--- config.mk ---
export PLATFORM = sky130hd
export DESIGN_NAME = nfa_engine
export DESIGN_NICKNAME = d
export VERILOG_FILES = /design/src/rtl/nfa_engine.sv
export SDC_FILE = /design/constraint.sdc
export NUM_CORES = 2
export LEC_CHECK = 0
export BUFFER_PORTS_ARGS = -buffer_cell sky130_fd_sc_hd__buf_2
export CORE_MARGIN = 4
export CORE_UTILIZATION = 31
export DETAILED_ROUTE_END_ITERATION = 8
export PLACE_DENSITY = 0.42
export SLEW_MARGIN = 10
export SYNTH_ARGS = -nofsm -noshare
export SYNTH_HDL_FRONTEND = slang
export SYNTH_SLANG_ARGS = --single-unit
--- constraint.sdc ---
create_clock -name clk -period 4.78 [get_ports clk]
set_clock_uncertainty 0.1 [all_clocks]
set_input_delay 0.717 -clock clk [delete_from_list [all_inputs] [get_ports clk]]
set_output_delay 0.717 -clock clk [all_outputs]
set_load 0.005 [all_outputs]
--- src/rtl/nfa_engine.sv ---
module nfa_engine #(
  parameter int NUM_STE = 8,
  parameter int SYM_W   = 8,
  parameter int IDX_W   = 16,
  parameter int DATA_W  = 32
) (
  input  logic                       clk,
  input  logic                       rst,
  input  logic                       cfg_we,
  input  logic [1:0]                 cfg_sel,
  input  logic [$clog2(NUM_STE)-1:0] cfg_elem,
  input  logic [$clog2((1<<SYM_W)/DATA_W)-1:0] cfg_word,
  input  logic [DATA_W-1:0]          cfg_wdata,
  input  logic                       in_valid,
  input  logic [SYM_W-1:0]           in_char,
  output logic                       rpt_valid,
  output logic [IDX_W-1:0]           rpt_idx,
  output logic [NUM_STE-1:0]         rpt_vec,
  output logic                       rpt_any
);
  localparam int NSYM   = 1 << SYM_W;
  localparam int NWORDS = NSYM / DATA_W;
  localparam int WSEL_W = $clog2(NWORDS);
  localparam int EL_W   = $clog2(NUM_STE);
  localparam logic [1:0] SEL_MASK = 2'd0;
  localparam logic [1:0] SEL_SUCC = 2'd1;
  localparam logic [1:0] SEL_ATTR = 2'd2;

  logic [NSYM-1:0]    mask_q [NUM_STE];
  logic [NUM_STE-1:0] succ_q [NUM_STE];
  logic [1:0]         attr_q [NUM_STE];

  logic [NUM_STE-1:0] start_v, rep_v, active_q, enabled, hit, next_act;
  logic [NUM_STE*NUM_STE-1:0] conn_flat;
  logic [2*NUM_STE-1:0]       attr_flat;
  logic [IDX_W-1:0]           idx_q;
  logic cfg_ok;

  assign cfg_ok = cfg_we & ~in_valid;

  for (genvar g = 0; g < NUM_STE; g++) begin : g_ste
    logic sel_me;
    assign sel_me = cfg_ok && (cfg_elem == EL_W'(g));

    always_ff @(posedge clk) begin
      if (sel_me && cfg_sel == SEL_MASK)
        for (int w = 0; w < NWORDS; w++)
          if (cfg_word == WSEL_W'(w))
            mask_q[g][w*DATA_W +: DATA_W] <= cfg_wdata;
    end

    always_ff @(posedge clk) begin
      if (sel_me && cfg_sel == SEL_SUCC) succ_q[g] <= cfg_wdata[NUM_STE-1:0];
      if (sel_me && cfg_sel == SEL_ATTR) attr_q[g] <= cfg_wdata[1:0];
    end

    assign start_v[g] = attr_q[g][0];
    assign rep_v[g]   = attr_q[g][1];
    assign hit[g]     = enabled[g] & mask_q[g][in_char];
    assign conn_flat[g*NUM_STE +: NUM_STE] = succ_q[g];
    assign attr_flat[2*g +: 2] = attr_q[g];
  end

  assign enabled = active_q | start_v;

  always_comb begin
    next_act = '0;
    for (int j = 0; j < NUM_STE; j++)
      for (int i = 0; i < NUM_STE; i++)
        next_act[j] = next_act[j] | (hit[i] & succ_q[i][j]);
  end

  always_ff @(posedge clk) begin
    if (rst) begin
      active_q  <= '0;
      idx_q     <= '0;
      rpt_valid <= 1'b0;
      rpt_idx   <= '0;
      rpt_vec   <= '0;
    end else if (in_valid) begin
      active_q  <= next_act;
      idx_q     <= idx_q + 1'b1;
      rpt_valid <= 1'b1;
      rpt_idx   <= idx_q;
      rpt_vec   <= hit & rep_v;
    end else begin
      rpt_valid <= 1'b0;
      rpt_vec   <= '0;
    end
  end

  assign rpt_any = |rpt_vec;

  AST_RPT_NEEDS_VALID: assert property (@(posedge clk) disable iff (rst)
    (|rpt_vec) |-> rpt_valid);
  AST_IDX_STEP: assert property (@(posedge clk) disable iff (rst)
    (rpt_valid && $past(rpt_valid)) |-> rpt_idx == $past(rpt_idx) + 1'b1);
  AST_IDLE_HOLDS: assert property (@(posedge clk) disable iff (rst)
    !in_valid |=> $stable(active_q));
  AST_BUSY_CFG_IGNORED: assert property (@(posedge clk) disable iff (rst)
    (cfg_we && in_valid) |=> ($stable(conn_flat) && $stable(attr_flat)));
  AST_RELABEL_KEEPS_WIRING: assert property (@(posedge clk) disable iff (rst)
    (cfg_we && !in_valid && cfg_sel == SEL_MASK) |=>
      ($stable(conn_flat) && $stable(attr_flat) && $stable(active_q)));
  AST_NO_SAME_CYCLE: assert property (@(posedge clk) disable iff (rst)
    rpt_valid |-> ((rpt_vec & ~$past(active_q | start_v)) == '0));
endmodule

==> impl_metrics.json <==
{
  "ir_worst_vdd_mv": 0.297,
  "status": "complete, no violations",
  "ios": 78,
  "viasPerCell": 5.28,
  "min_path_type": "in -> reg",
  "cap_violations": 0,
  "dieArea_sq_mm": 0.279,
  "start_util_pct": 31.2,
  "crit_chain": "buf_8 > buf_12 > buf_12 > mux4_2 > o22ai_1 > nor4_1 > o221ai_1 > o31ai_4 > a22oi_1 > a41oi_1",
  "crit_arrival_ns": 4.31,
  "setup_tns_ns": 0,
  "synth_cell_types": 73,
  "p_leak_nw": 30.4,
  "syn_avg_cell_area_sq_um": 22.1,
  "critical_path_class": "in -> reg",
  "ctsResizeCount": 0,
  "vias": 41800,
  "yosysTopAreaCell": "edfxtp_1",
  "drtIter0Drc": 5612,
  "cts_tree": "built",
  "cts.clk_slew.worst_paths_ns": 0.06,
  "async_flop_share_pct": 0,
  "fp-row-count": 190,
  "hpwl_microns": 145000,
  "grtUsageTotal_pct": 18.8,
  "die_y_microns": 528,
  "ys_seq_elements": 2177,
  "syn2layout_area_growth_pct": 15.7,
  "synth_flop_cell": "edfxtp_1",
  "totalWireLength_microns": 266000,
  "setup_ws_ns": 1.16,
  "drc": 0,
  "drive_gt1_share_pct": 28.6,
  "synth_top_area_share_pct": 76.2,
  "numCtsBuffers": 236,
  "seq_area_frac_synth_pct": 77.3,
  "netlist_instances": 3789,
  "firstDrtPassIters": 6,
  "setup_viol": 0,
  "crit_path_start_kind": "input port",
  "place_ws_ns": 0.213,
  "post_cts_buffers": 0,
  "ant_nets": 0,
  "worst_pin_slew_ns": 1.10,
  "cp_data_required_time_ns": 5.47,
  "slew_headroom_pct": 26.9,
  "clock_sinks": 2177,
  "max_freq_mhz": 277,
  "path_max_fanout": 47,
  "clock_latency_ns": 0.89,
  "cts_htree_levels": 4,
  "grt_max_degree": 65,
  "synth_common_cells": "edfxtp_1, mux4_2, mux2i_1, nor2_1, nand2_1",
  "rsz0062_at_grt": "no",
  "fin_crit_ns": 3.62,
  "ys_top_cells_by_area": "edfxtp_1, mux4_2, mux2i_1, dfxtp_1, buf_12",
  "cts_hold_buffers": 0,
  "yosysMostFrequentCell": "edfxtp_1",
  "syn_area_sq_mm": 0.0839,
  "finalNonFillerCells": 7920,
  "final-hold-violation-count": 0,
  "endpoint_kind": "register",
  "path_common_cell": "buf_12",
  "wl_per_cell_microns": 33.5,
  "critPathSlowestCell": "o31ai_4",
  "grt_pass1_vias": 42500,
  "cts_buffer_depth": 4,
  "fin_nets": 4231,
  "slew_viol_final": 0,
  "p_per_area_mw_per_mm2": 419,
  "ys_warn_count": 0,
  "synth_enable_flop_cells": 2128,
  "io_buffers": 77,
  "root_buffer": "clkbuf_16",
  "die_x_microns": 528,
  "slowest_delay_ns": 0.63,
  "routabilityCongestion": 0.748,
  "postSynthNetCount": 3842,
  "overflow": 0,
  "core_sq_mm": 0.269,
  "grt_pass1_wl_microns": 363000,
  "antenna_found_initial": 44,
  "finalCritPeriodShare_pct": 75.6,
  "dpl.cell_count": 7492
}
[sequential cells by signal, indices dropped and copies added, names as in the netlist]
signal / count
rpt_vec: 8
rpt_valid: 1
attr_q: 16
succ_q: 64
active_q: 8
rpt_idx: 16
idx_q: 16
mask_q: 2048
[critical path: cells and delay by family]
kind / cells / cell delay, ns
AOI/OAI and AO/OA: 5 / 1.46
buffers and inverters: 3 / 1.03
and+or+nand+nor: 1 / 0.58
muxes: 1 / 0.35
[layout make-up]
class                      instances  area (sq um)
fill                           24800        172000
antenna                           12          30.0
tap                             3552          4440
clock buffer                     305          6220
inverter                          29           111
clock inverter                   111           883
timing repair buffer             350          3110
multi-input combinational       1384         17400
sequential                      2177         64900
[placed cells by master, fill, tap and decap left out, types with 10 or more instances in the layout]
cell type,instances
edfxtp_1,2128
mux4_2,495
buf_4,259
clkbuf_16,238
mux2i_1,146
nand2_1,135
o22ai_1,85
nor2_1,81
clkbuf_1,66
clkinv_1,50
dfxtp_1,49
nor2_2,45
buf_12,44
a22oi_1,42
buf_2,41
clkinv_2,37
a32oi_1,29
a21oi_1,26
nand3_1,25
a221oi_1,25
inv_1,25
nor2_4,21
nor4_1,15
bufinv_16,14
nor2b_1,13
diode_2,12
o21ai_0,12
nand4_1,11
a41oi_1,11
nor3_1,10
o21ai_1,10
and3_1,10
xor2_1,10
[power breakdown]
group | switching, W | internal, W
clock network | 0.00739 | 0.00983
registers | 0.0000209 | 0.0210
logic | 0.00164 | 0.000757
total | 0.00906 | 0.0316
[worst paths after layout]
path / from / endpoint / slack, ns / depth (start not counted)
setup reg to reg: mask_q[1][188] / active_q[0] / 1.30 / 10
hold reg to reg: attr_q[0][3] / rpt_vec[1] / 0.37 / 1
hold / removal: rst / idx_q[9] / 0.21 / 2
setup / recovery: in_char[1] / active_q[2] / 1.16 / 10
[routing by layer]
layer	GRT usage, %	wire, microns
met2	29.0	122000
met5	0	0
met3	3.48	20100
met4	4.11	5320
met1	27.7	118000
[cell families (layout without fill, tap and decap cells)]
group                    after synthesis  count (layout)  synth area share [%]
AND/OR/NAND/NOR                      408             408                  2.20
other                                  0              12                     0
buffers and inverters                228             795                  2.35
multiplexers                         647             647                  15.1
XOR/XNOR                              12              12                 0.125
flip-flops                          2177            2177                  77.3
AO/OA/AOI/OAI                        316             316                  2.83
adder cells (fa/ha/maj)                1               1                0.0149
[metrics by stage]
| stage | instance area (sq um) | power, W | utilization, % | hold WS, ns |
|---|---|---|---|---|
| floorplan | 83900 | 0.0225 | - | 0.336 |
| global placement | 89900 | 0.0239 | 33.5 | 0.359 |
| detailed placement | 89900 | 0.0239 | 33.5 | 0.358 |
| CTS | 97000 | 0.0412 | 36.1 | 0.141 |
| global route | 97000 | 0.0420 | 36.1 | 0.208 |
| finish | 97000 | 0.0406 | 36.1 | 0.214 |
Power figures use the tool's default switching activity.
